<file path="config.mk">
export PLATFORM = sky130hd
export DESIGN_NAME = blit_engine
export DESIGN_NICKNAME = d
export VERILOG_FILES = /design/src/rtl/blit_pkg.sv /design/src/rtl/blit_cmd_fifo.sv /design/src/rtl/blit_regs.sv /design/src/rtl/blit_walker.sv /design/src/rtl/blit_engine.sv
export SDC_FILE = /design/constraint.sdc
export NUM_CORES = 2
export LEC_CHECK = 0
export ABC_CLOCK_PERIOD_IN_PS = 32400
export BUFFER_PORTS_ARGS = -buffer_cell sky130_fd_sc_hd__buf_2
export CAP_MARGIN = 5
export CORE_AREA = 5 5 405 407
export CTS_CLUSTER_DIAMETER = 60
export DETAILED_ROUTE_END_ITERATION = 8
export DIE_AREA = 0 0 410 412
export PLACE_DENSITY = 0.55
export SYNTH_ARGS = -nofsm -noshare
export SYNTH_HDL_FRONTEND = slang
export SYNTH_HIERARCHICAL = 1
export SYNTH_SLANG_ARGS = --single-unit
export TNS_END_PERCENT = 50
</file>
<file path="constraint.sdc">
create_clock -name clk -period 32.4 [get_ports clk]
set_input_delay 1.62 -clock clk [delete_from_list [all_inputs] [get_ports clk]]
set_output_delay 1.62 -clock clk [all_outputs]
set_load 0.01 [all_outputs]
</file>
<file path="src/rtl/blit_pkg.sv">
`timescale 1ns/1ps
package blit_pkg;

    localparam logic [3:0] RA_DST   = 4'd0;
    localparam logic [3:0] RA_SRC   = 4'd1;
    localparam logic [3:0] RA_SIZE  = 4'd2;
    localparam logic [3:0] RA_PITCH = 4'd3;
    localparam logic [3:0] RA_CTL   = 4'd4;
    localparam logic [3:0] RA_SEL   = 4'd5;
    localparam logic [3:0] RA_MIX   = 4'd6;
    localparam logic [3:0] RA_FG    = 4'd7;
    localparam logic [3:0] RA_MASK  = 4'd8;
    localparam logic [3:0] RA_CLIPX = 4'd9;
    localparam logic [3:0] RA_CLIPY = 4'd10;

    localparam logic [3:0] MIX_SRC = 4'h7;
    localparam logic [3:0] MIX_XOR = 4'h5;

    typedef struct packed {
        logic [3:0]  addr;
        logic [31:0] data;
    } cmd_t;

    typedef struct packed {
        logic [15:0] dst_x;
        logic [15:0] dst_y;
        logic [15:0] src_x;
        logic [15:0] src_y;
        logic [15:0] width;
        logic [15:0] height;
        logic [9:0]  pitch;
        logic [19:0] offset;
        logic        dir_x;
        logic        dir_y;
        logic        pack24;
        logic [2:0]  rot;
        logic        copy;
        logic [3:0]  mix;
        logic [31:0] fg;
        logic [31:0] mask;
        logic [12:0] clip_l;
        logic [12:0] clip_r;
        logic [12:0] clip_t;
        logic [12:0] clip_b;
    } cfg_t;

    typedef enum logic [1:0] {
        S_IDLE,
        S_ELEM,
        S_SRCW,
        S_DSTW
    } walk_st_e;

endpackage

</file>
<file path="src/rtl/blit_cmd_fifo.sv">
`timescale 1ns/1ps
module blit_cmd_fifo
    import blit_pkg::*;
#(
    parameter int DEPTH = 8,
    localparam int PW = (DEPTH > 1) ? $clog2(DEPTH) : 1,
    localparam int CW = $clog2(DEPTH + 1)
) (
    input  logic          clk,
    input  logic          rst_n,
    input  logic          push,
    input  cmd_t          push_data,
    input  logic          pop,
    output cmd_t          pop_data,
    output logic          empty,
    output logic [CW-1:0] free
);

    typedef struct packed {
        logic [PW-1:0] wp;
        logic [PW-1:0] rp;
        logic [CW-1:0] cnt;
    } fifo_st_t;

    fifo_st_t q, d;
    cmd_t     slots [DEPTH];
    logic     accept;
    logic     take;

    always_comb begin
        d      = q;
        accept = push && (q.cnt != CW'(DEPTH));
        take   = pop && (q.cnt != '0);
        if (accept) begin
            d.wp = (q.wp == PW'(DEPTH - 1)) ? '0 : q.wp + 1'b1;
        end
        if (take) begin
            d.rp = (q.rp == PW'(DEPTH - 1)) ? '0 : q.rp + 1'b1;
        end
        case ({accept, take})
            2'b10:   d.cnt = q.cnt + 1'b1;
            2'b01:   d.cnt = q.cnt - 1'b1;
            default: d.cnt = q.cnt;
        endcase
    end

    always_ff @(posedge clk) begin
        if (!rst_n) begin
            q <= '0;
        end else begin
            q <= d;
        end
    end

    always_ff @(posedge clk) begin
        if (accept) begin
            slots[q.wp] <= push_data;
        end
    end

    assign pop_data = slots[q.rp];
    assign empty    = (q.cnt == '0);
    assign free     = CW'(DEPTH) - q.cnt;

endmodule

</file>
<file path="src/rtl/blit_regs.sv">
`timescale 1ns/1ps
module blit_regs
    import blit_pkg::*;
(
    input  logic clk,
    input  logic rst_n,
    input  logic cmd_vld,
    input  cmd_t cmd,
    output cfg_t cfg,
    output logic start
);

    typedef struct packed {
        cfg_t cfg;
        logic start;
    } regs_st_t;

    regs_st_t q, d;

    function automatic cfg_t cfg_reset();
        cfg_t c;
        c        = '0;
        c.dir_x  = 1'b1;
        c.dir_y  = 1'b1;
        c.mix    = MIX_SRC;
        c.mask   = '1;
        c.clip_r = '1;
        c.clip_b = '1;
        return c;
    endfunction

    always_comb begin
        d       = q;
        d.start = 1'b0;
        if (cmd_vld) begin
            case (cmd.addr)
                RA_DST: begin
                    d.cfg.dst_x = cmd.data[31:16];
                    d.cfg.dst_y = cmd.data[15:0];
                end
                RA_SRC: begin
                    d.cfg.src_x = cmd.data[31:16];
                    d.cfg.src_y = cmd.data[15:0];
                end
                RA_SIZE: begin
                    d.cfg.width  = cmd.data[31:16];
                    d.cfg.height = cmd.data[15:0];
                    d.start      = 1'b1;
                end
                RA_PITCH: begin
                    d.cfg.pitch  = cmd.data[31:22];
                    d.cfg.offset = cmd.data[19:0];
                end
                RA_CTL: begin
                    d.cfg.dir_x  = cmd.data[0];
                    d.cfg.dir_y  = cmd.data[1];
                    d.cfg.pack24 = cmd.data[7];
                    d.cfg.rot    = cmd.data[10:8];
                end
                RA_SEL:   d.cfg.copy = cmd.data[0];
                RA_MIX:   d.cfg.mix  = cmd.data[3:0];
                RA_FG:    d.cfg.fg   = cmd.data;
                RA_MASK:  d.cfg.mask = cmd.data;
                RA_CLIPX: begin
                    d.cfg.clip_l = cmd.data[12:0];
                    d.cfg.clip_r = cmd.data[28:16];
                end
                RA_CLIPY: begin
                    d.cfg.clip_t = cmd.data[12:0];
                    d.cfg.clip_b = cmd.data[28:16];
                end
                default: ;
            endcase
        end
    end

    always_ff @(posedge clk) begin
        if (!rst_n) begin
            q.cfg   <= cfg_reset();
            q.start <= 1'b0;
        end else begin
            q <= d;
        end
    end

    assign cfg   = q.cfg;
    assign start = q.start;

endmodule

</file>
<file path="src/rtl/blit_walker.sv">
`timescale 1ns/1ps
module blit_walker
    import blit_pkg::*;
#(
    parameter int ADDR_W = 24
) (
    input  logic              clk,
    input  logic              rst_n,
    input  logic              start,
    input  cfg_t              cfg,
    output logic              active,
    output logic              mem_rd,
    output logic              mem_wr,
    output logic [ADDR_W-1:0] mem_addr,
    output logic [7:0]        mem_wdata,
    input  logic [7:0]        mem_rdata
);

    typedef struct packed {
        walk_st_e    st;
        logic [15:0] x;
        logic [15:0] y;
        logic [15:0] sx;
        logic [15:0] sy;
        logic [15:0] col;
        logic [15:0] row;
        logic [7:0]  src_byte;
    } walk_t;

    walk_t q, d;

    function automatic logic [ADDR_W-1:0] lin_addr(
        input logic [15:0] px,
        input logic [15:0] py,
        input logic [9:0]  pitch,
        input logic [19:0] base
    );
        logic [31:0] a;
        a = {9'd0, base, 3'd0} + ((32'(py) * 32'(pitch)) << 3) + 32'(px);
        return a[ADDR_W-1:0];
    endfunction

    logic [ADDR_W-1:0] dst_addr;
    logic [ADDR_W-1:0] src_addr;
    logic              clipped;
    logic [16:0]       lane_sum;
    logic [1:0]        lane;
    logic [7:0]        fg_b;
    logic [7:0]        msk_b;
    logic [7:0]        src_v;
    logic [7:0]        mixed;
    logic              advance;
    logic              last_col;
    logic              last_row;

    always_comb begin
        dst_addr = lin_addr(q.x, q.y, cfg.pitch, cfg.offset);
        src_addr = lin_addr(q.sx, q.sy, cfg.pitch, cfg.offset);
        clipped  = (q.x < {3'd0, cfg.clip_l}) || (q.x > {3'd0, cfg.clip_r}) ||
                   (q.y < {3'd0, cfg.clip_t}) || (q.y > {3'd0, cfg.clip_b});
        lane_sum = {1'b0, q.x} + 17'(cfg.rot);
        lane     = 2'(lane_sum % 17'd3);
        fg_b     = cfg.pack24 ? cfg.fg[{lane, 3'b000} +: 8]   : cfg.fg[7:0];
        msk_b    = cfg.pack24 ? cfg.mask[{lane, 3'b000} +: 8] : cfg.mask[7:0];
        src_v    = cfg.copy ? q.src_byte : fg_b;
        mixed    = (cfg.mix == MIX_XOR) ? (src_v ^ mem_rdata) : src_v;
        last_col = (q.col == cfg.width - 16'd1);
        last_row = (q.row == cfg.height - 16'd1);
    end

    always_comb begin
        d         = q;
        advance   = 1'b0;
        mem_rd    = 1'b0;
        mem_wr    = 1'b0;
        mem_addr  = dst_addr;
        mem_wdata = '0;
        case (q.st)
            S_IDLE: begin
                if (start && (cfg.width != '0) && (cfg.height != '0)) begin
                    d.st  = S_ELEM;
                    d.x   = cfg.dst_x;
                    d.y   = cfg.dst_y;
                    d.sx  = cfg.src_x;
                    d.sy  = cfg.src_y;
                    d.col = '0;
                    d.row = '0;
                end
            end
            S_ELEM: begin
                if (clipped) begin
                    advance = 1'b1;
                end else if (cfg.copy) begin
                    mem_rd   = 1'b1;
                    mem_addr = src_addr;
                    d.st     = S_SRCW;
                end else begin
                    mem_rd = 1'b1;
                    d.st   = S_DSTW;
                end
            end
            S_SRCW: begin
                mem_rd     = 1'b1;
                d.src_byte = mem_rdata;
                d.st       = S_DSTW;
            end
            S_DSTW: begin
                mem_wr    = 1'b1;
                mem_wdata = (mixed & msk_b) | (mem_rdata & ~msk_b);
                advance   = 1'b1;
            end
            default: d.st = S_IDLE;
        endcase

        if (advance) begin
            if (last_col) begin
                if (last_row) begin
                    d.st = S_IDLE;
                end else begin
                    d.st  = S_ELEM;
                    d.col = '0;
                    d.row = q.row + 16'd1;
                    d.x   = cfg.dst_x;
                    d.sx  = cfg.src_x;
                    d.y   = cfg.dir_y ? q.y + 16'd1 : q.y - 16'd1;
                    d.sy  = cfg.dir_y ? q.sy + 16'd1 : q.sy - 16'd1;
                end
            end else begin
                d.st  = S_ELEM;
                d.col = q.col + 16'd1;
                d.x   = cfg.dir_x ? q.x + 16'd1 : q.x - 16'd1;
                d.sx  = cfg.dir_x ? q.sx + 16'd1 : q.sx - 16'd1;
            end
        end
    end

    always_ff @(posedge clk) begin
        if (!rst_n) begin
            q    <= '0;
            q.st <= S_IDLE;
        end else begin
            q <= d;
        end
    end

    assign active = (q.st != S_IDLE);

endmodule

</file>
<file path="src/rtl/blit_engine.sv">
`timescale 1ns/1ps
module blit_engine
    import blit_pkg::*;
#(
    parameter int ADDR_W     = 24,
    parameter int FIFO_DEPTH = 8,
    localparam int FREE_W    = $clog2(FIFO_DEPTH + 1)
) (
    input  logic              clk,
    input  logic              rst_n,
    input  logic              reg_wr,
    input  logic [3:0]        reg_addr,
    input  logic [31:0]       reg_wdata,
    output logic              busy,
    output logic [FREE_W-1:0] fifo_free,
    output logic              mem_rd,
    output logic              mem_wr,
    output logic [ADDR_W-1:0] mem_addr,
    output logic [7:0]        mem_wdata,
    input  logic [7:0]        mem_rdata
);

    cmd_t wr_cmd;
    cmd_t head_cmd;
    cfg_t cfg;
    logic fifo_empty;
    logic pop;
    logic start;
    logic walking;

    assign wr_cmd = '{addr: reg_addr, data: reg_wdata};
    assign pop    = !fifo_empty && !walking && !start;
    assign busy   = walking || start || !fifo_empty;

    blit_cmd_fifo #(.DEPTH(FIFO_DEPTH)) u_fifo (
        .clk       (clk),
        .rst_n     (rst_n),
        .push      (reg_wr),
        .push_data (wr_cmd),
        .pop       (pop),
        .pop_data  (head_cmd),
        .empty     (fifo_empty),
        .free      (fifo_free)
    );

    blit_regs u_regs (
        .clk     (clk),
        .rst_n   (rst_n),
        .cmd_vld (pop),
        .cmd     (head_cmd),
        .cfg     (cfg),
        .start   (start)
    );

    blit_walker #(.ADDR_W(ADDR_W)) u_walk (
        .clk       (clk),
        .rst_n     (rst_n),
        .start     (start),
        .cfg       (cfg),
        .active    (walking),
        .mem_rd    (mem_rd),
        .mem_wr    (mem_wr),
        .mem_addr  (mem_addr),
        .mem_wdata (mem_wdata),
        .mem_rdata (mem_rdata)
    );

endmodule

</file>
* Word-level counts from Yosys, hierarchy flattened
Memories as Yosys holds them, arrays and structs flattened. A register that Yosys moved wholly into a read port is not among the register bits.
Cells that the tools add are included.
** Storage, ports and cells
- Bits of input ports :: 47
- Bits in read-only memories :: 0
- Logic and storage cells :: 167
- Memory bits (writable) :: 288
- Output and inout port bits :: 39
- Memories :: 1
- Flip-flop bits (word level) :: 370
- Latch bits :: 0
** Operators by class
- Reduce and logical (&&, ||, !) cells :: 36
- Divide/modulo/power cells :: 1
- Bitwise operators :: 5
- Mux-type cells :: 39
- Equality and inequality tests :: 23
- Add/subtract/negate cells :: 22
- Magnitude comparators :: 4
- Multipliers :: 2
- Shift-type cells :: 2
** Memories
- u_fifo.slots :: depth 8, width 36, read ports 1, clocked after Yosys merged registers in 1, wr ports 1, RTL line blit_cmd_fifo.sv:26 : cmd_t slots [DEPTH];
** Operators with widths (count)
- $mux 98 :: 2
- $mux 96 :: 2
- $mux 16 :: 9
- $add 16x1->16 const B :: 6
- $sub 16x1->16 const B :: 6
- $mux 24 :: 3
- $shiftx 32x6->8 :: 2
- $add 23x24->24 :: 2
- $add 24x16->24 :: 2
- $mul 16x10->21 :: 2
- $mux 8 :: 5
- $eq 16x16->1 :: 2
- $gt 16x13->1 :: 2
- $lt 16x13->1 :: 2
- $reduce_bool 16->1 :: 2
- $reduce_and 2->1 :: 12
- $eq 4x3->1 const B :: 5
- $add 16x3->17 :: 1
- $mod 17x2->17 const B :: 1
- $mux 17 :: 1
- $and 8x8->8 :: 2
- $eq 4x4->1 const B :: 3
- $mux 3 :: 4
- $eq 4x2->1 const B :: 2
- other kinds (27) :: 54

* Longest topological paths before layout
- Depth in word-level cells :: 10
- Mapped depth :: 58
- Depth with buffers taken out :: 48

* Cells and area by module
Netlist, hierarchy kept.
** Modules (own cells, without submodules)
- blit_walker :: seq. area each 2122.0 sq um, cells an instance 3534, area an instance 26600.5 sq um, instances 1
- blit_cmd_fifo :: seq. area each 8908.5 sq um, cells an instance 499, area an instance 11793.8 sq um, instances 1
- blit_regs :: seq. area each 5084.9 sq um, cells an instance 948, area an instance 9296.4 sq um, instances 1
- blit_engine :: seq. area each 0.0 sq um, cells an instance 2, area an instance 13.8 sq um, instances 1

* Least setup slack after synthesis
No wires, ideal clock.
- Path kind :: reg2out
- Start point :: register u_walk/q[91] (netlist name)
- End point :: output port mem_wdata[5]
- Buffers on the path :: 6
- Stages on the path, launching flop included :: 54
- Required time :: 30780 ps
- Setup slack :: 18175 ps
- Data arrival time :: 12605 ps
- Cell sequence :: dfxtp_1 > nand4_4 > or4_1 > buf_2 > o31ai_1 > and2_1 > inv_1 > ha_1 > nand2b_1 > mux2i_1 > or3_1 > o2111a_1 > nor3_1 > nor4_1 > a22oi_1 > and4_1 > buf_2 > mux2i_1 > [... 18 more ...] > or4b_1 > a211oi_1 > and2_1 > and3_1 > or2_1 > inv_2 > ha_1 > a31oi_1 > nand4_1 > nor4_2 > o2111ai_1 > nor2_2 > mux2i_2 > buf_4 > o32ai_1 > or3_1 > mux2_2 > o221ai_1
** Between the ends
- Cells in the longest elaborated chain, start to end :: 10
- Elaborated cells on any way between the ends :: 14
- Those cells by class :: 1 x add/sub; 1 x div; 2 x shift; 5 x mux; 5 x bitwise
** Ends and longest elaborated chain
- start: declaration :: RTL line blit_walker.sv:30 : walk_t q, d;
- $add 16x3->17 (*) :: RTL line blit_walker.sv:61 : lane_sum = {1'b0, q.x} + 17'(cfg.rot);
- $mod 17x2->17 (*) :: RTL line blit_walker.sv:62 : lane = 2'(lane_sum % 17'd3);
- $shiftx 32x6->8 :: RTL line blit_walker.sv:63 : fg_b = cfg.pack24 ? cfg.fg[{lane, 3'b000} +: 8] : cfg.fg[7:0];
- $mux 8 :: RTL line blit_walker.sv:63
- $mux 8 :: RTL line blit_walker.sv:65 : src_v = cfg.copy ? q.src_byte : fg_b;
- $xor 8x8->8 :: RTL line blit_walker.sv:66 : mixed = (cfg.mix == MIX_XOR) ? (src_v ^ mem_rdata) : src_v;
- $mux 8 :: RTL line blit_walker.sv:66
- $and 8x8->8 :: RTL line blit_walker.sv:109 : mem_wdata = (mixed & msk_b) | (mem_rdata & ~msk_b);
- $or 8x8->8 (*) :: RTL line blit_walker.sv:109
- $mux 8 (*) :: RTL line blit_walker.sv:78 : case (q.st)
- end: declaration :: RTL line blit_engine.sv:19 : output logic [7:0] mem_wdata,
Mark *: on every way between the ends. The rest lies on a longest branch, timed or not.

* Final worst setup path
- Start point :: register u_walk/q[101] (netlist name)
- End point :: output port mem_wdata[7]
Same word-level chain as after synthesis.

==> impl_metrics.env <==
export IMPL_clkSinkCount=661
export IMPL_critPathCaptureType="primary output"
export IMPL_grtUsageMet2_pct=27.1
export IMPL_grt_pass1_vias=35933
export IMPL_use_met3_pct=2.40
export IMPL_setup_violations=0
export IMPL_ctsResizeCount=0
export IMPL_p_sw_w=0.00180
export IMPL_path_class="reg -> out"
export IMPL_hp_class="reg -> reg"
export IMPL_overflow=0
export IMPL_synth_edff_count=288
export IMPL_netlist_area_um2=47700
export IMPL_synth_nets=5528
export IMPL_synthCells=4983
export IMPL_io_pins=86
export IMPL_synth_seq_cells=661
export IMPL_drt_iter0_markers=2834
export IMPL_grt_util_met1_pct=22.3
export IMPL_fill_cells=16221
export IMPL_ys_warn_count=6
export IMPL_grt_pass1_wl_mm=219
export IMPL_switching_share_pct=44.0
export IMPL_slew_viol_final=0
export IMPL_die_y_um=412
export IMPL_die_area_um2=169000
export IMPL_rsz0062_at_grt="no"
export IMPL_p_leak_nw=22.4
export IMPL_clkPwrFrac_pct=22.3
export IMPL_drt_wirelength_per_cell_um=20.1
export IMPL_start_util_pct=29.8
export IMPL_dpl_hpwl_mm=100
export IMPL_vdd_ir_drop_max_v=0.000191
export IMPL_finalHoldViolations=0
export IMPL_p_int_w=0.00229
export IMPL_clock_path_buffers=3
export IMPL_area_growth_pct=10.7
export IMPL_synth_async_reset_ratio_pct=0
export IMPL_cp_arrival_ns=16.94
export IMPL_postCtsSetupBuffers=0
export IMPL_busiest_layer="met2"
export IMPL_path_max_fanout=16
export IMPL_hold_buffers=0
export IMPL_rows=147
export IMPL_layout_min_cycle_time_ns=18.56
export IMPL_final_antenna_net_count=0
export IMPL_maxCapViolCount=0
export IMPL_timing_final_crit_share_pct=57.3
export IMPL_grt_usage_pct=16.5
export IMPL_seq_area_frac_synth_pct=33.8
export IMPL_drc=0
export IMPL_ys_types=133
export IMPL_p_per_area_nw_per_um2=77.6
export IMPL_cts_tree="done"
export IMPL_seqPwrFrac_pct=23.6
export IMPL_drive_gt1_share_pct=8.99
export IMPL_tns_ns=0
export IMPL_synth_top_area_cell="edfxtp_1"
export IMPL_fin_nets=5493
export IMPL_antenna_found_initial=18
export IMPL_fmax_ghz=0.0539
export IMPL_total_power_w=0.00410
export IMPL_die_width_um=410
export IMPL_syn_avg_cell_area_um2=9.57
export IMPL_clk_pin_slew_worst_paths_ns=0.05
export IMPL_worst_ep_required_time_ns=30.78
export IMPL_max_slew_margin_pct=16.7
export IMPL_io_buffers=85
export IMPL_synth_top_area_share_pct=18.1
export IMPL_cpPeakStageDelay_ns=1.02
export IMPL_root_buffer="clkbuf_16"
export IMPL_core_area_um2=160000
export IMPL_start_kind="flop"
export IMPL_synthFlopType="dfxtp_1"
export IMPL_htree_levels=3
export IMPL_routed_via_count=36389
export IMPL_detail_route_first_pass_iterations=6
export IMPL_worst_path_max_delay_cell="o31ai_2"
export IMPL_tightestPinTransition_ns=1.24
export IMPL_drt_total_wl_mm=143
export IMPL_grt_max_degree=92
export IMPL_finalClockSkew_ns=0.0357
export IMPL_status="completed"
export IMPL_via_per_inst=5.12
export IMPL_gp_congestion=0.842
export IMPL_cts_inserted_buffers=81
export IMPL_combPwrFrac_pct=54.1
export IMPL_clk_latency_ns=0.66
export IMPL_yosys_top_cells_area="edfxtp_1, dfxtp_1, fa_1"
cell usage after synthesis, types with 11 or more instances:
cell type and count:
a211o_1 12, a31oi_1 33, o221ai_1 15, buf_4 23
inv_1 481, o21bai_1 42, buf_2 31, a21boi_0 12
o21ai_0 186, ha_1 261, nor2b_1 36, nor3_1 53
mux4_1 64, mux2i_1 232, or4_1 12, buf_6 13
and3_1 43, and2_1 151, o31ai_1 11, o21a_1 19
nor4_1 25, xor2_1 45, a21oi_1 290, a21o_1 44
mux2_2 50, nand2_1 657, o211ai_1 48, xnor2_1 186
nand3_1 162, nor2_1 247, nand3b_1 25, dfxtp_1 373
buf_1 18, a221oi_1 12, nand2b_1 45, o32ai_1 12
a211oi_1 20, or3_1 41, fa_1 237, clkbuf_1 173
a31o_2 22, edfxtp_1 288, nand4_1 19
path summary, 6_finish.rpt:
path / startpoint / endpoint / slack [ns] / cells past startpoint
min: u_regs/cfg[99] / u_regs/cfg[99] / 0.46 / 2
max reg2reg: u_walk/q[73] / u_walk/q[72] / 27.06 / 26
min reg2reg: u_regs/cfg[99] / u_regs/cfg[99] / 0.46 / 2
max: u_walk/q[101] / mem_wdata[7] / 13.84 / 46
final cells by class:
cell class | count | area (um^2) | share of cell area [%]
multi-input cells | 3573 | 28600 | 54.2
flip-flops and latches | 661 | 16100 | 30.5
well taps | 2086 | 2610 | 4.94
clock buffers | 105 | 2180 | 4.12
inverters | 484 | 1820 | 3.44
repair buffers | 147 | 901 | 1.71
clock inverters | 44 | 522 | 0.988
diodes | 12 | 30.0 | 0.0569
critical path, delay by kind of cell, from the launching register on:
kind | cells | cell delay, ns
buffers and inverters | 4 | 0.56
adder cells (fa/ha/maj) | 2 | 0.59
AND/OR/NAND/NOR | 19 | 5.95
flip-flops | 1 | 0.60
AO/OA/AOI/OAI | 18 | 6.80
multiplexers | 3 | 1.77
cell families after synthesis:
kind of cell / count (synthesis) / share of synthesized area [%]
muxes: 359 / 10.1
DFF: 661 / 33.8
adders and majority gates: 498 / 16.8
buffers and inverters: 749 / 6.43
AOI/OAI and AO/OA: 897 / 12.4
xor gates and xnor gates: 234 / 4.37
and+or+nand+nor: 1585 / 16.1
cells in the final DEF, fill, tap and decap left out, drive strengths merged, types with 43 or more instances in the layout:
cell,synthesis,layout
mux4,72,72
edfxtp,288,288
o211ai,49,49
a21oi,291,291
or3,46,46
xor2,47,47
and2,153,153
and3,43,43
nor3,60,60
xnor2,187,187
mux2i,234,234
nand3,164,164
fa,237,237
buf,85,147
inv,484,495
a21o,44,44
mux2,53,53
clkbuf,178,105
dfxtp,373,373
nand2b,47,47
nand2,657,657
ha,261,261
o21ai,199,199
nor2,248,248
power by group through the flow:
stage | logic [W] | clock network [W] | registers, W
2_1_floorplan | 0.00172 | 0 | 0.000961
3_3_place_gp | 0.00218 | 0 | 0.000986
3_5_place_dp | 0.00219 | 0 | 0.000987
4_1_cts | 0.00221 | 0.000933 | 0.000970
5_1_grt | 0.00242 | 0.000966 | 0.000976
6_report | 0.00222 | 0.000912 | 0.000969
registers in the layout (all words and copies together) (netlist names), named ones only:
name          count
u_walk/q        106
u_regs/start      1
u_fifo/slots    288
u_fifo/q         10
u_regs/cfg      253
metal layers:
layer,routed length (um),vias up
met5,79,-
met4,4930,10
met3,7100,229
met2,65700,940
met1,65300,17910
li1,-,17300
per-stage QoR:
| step | util [%] | cell area (um^2) | cells | setup slack (ns) | hold slack, ns |
|---|---|---|---|---|---|
| 2_1_floorplan | - | 47700 | 4983 | 18.18 | 0.430 |
| 3_3_place_gp | 31.3 | 50100 | 6951 | 15.07 | 0.443 |
| 3_5_place_dp | 31.3 | 50100 | 6951 | 14.75 | 0.446 |
| 4_1_cts | 33.0 | 52800 | 7100 | 14.01 | 0.461 |
| 5_1_grt | 33.0 | 52800 | 7101 | 12.77 | 0.472 |
| 6_report | 33.0 | 52800 | 7112 | 13.84 | 0.456 |
Note: power is estimated with default switching activity, not from simulation.
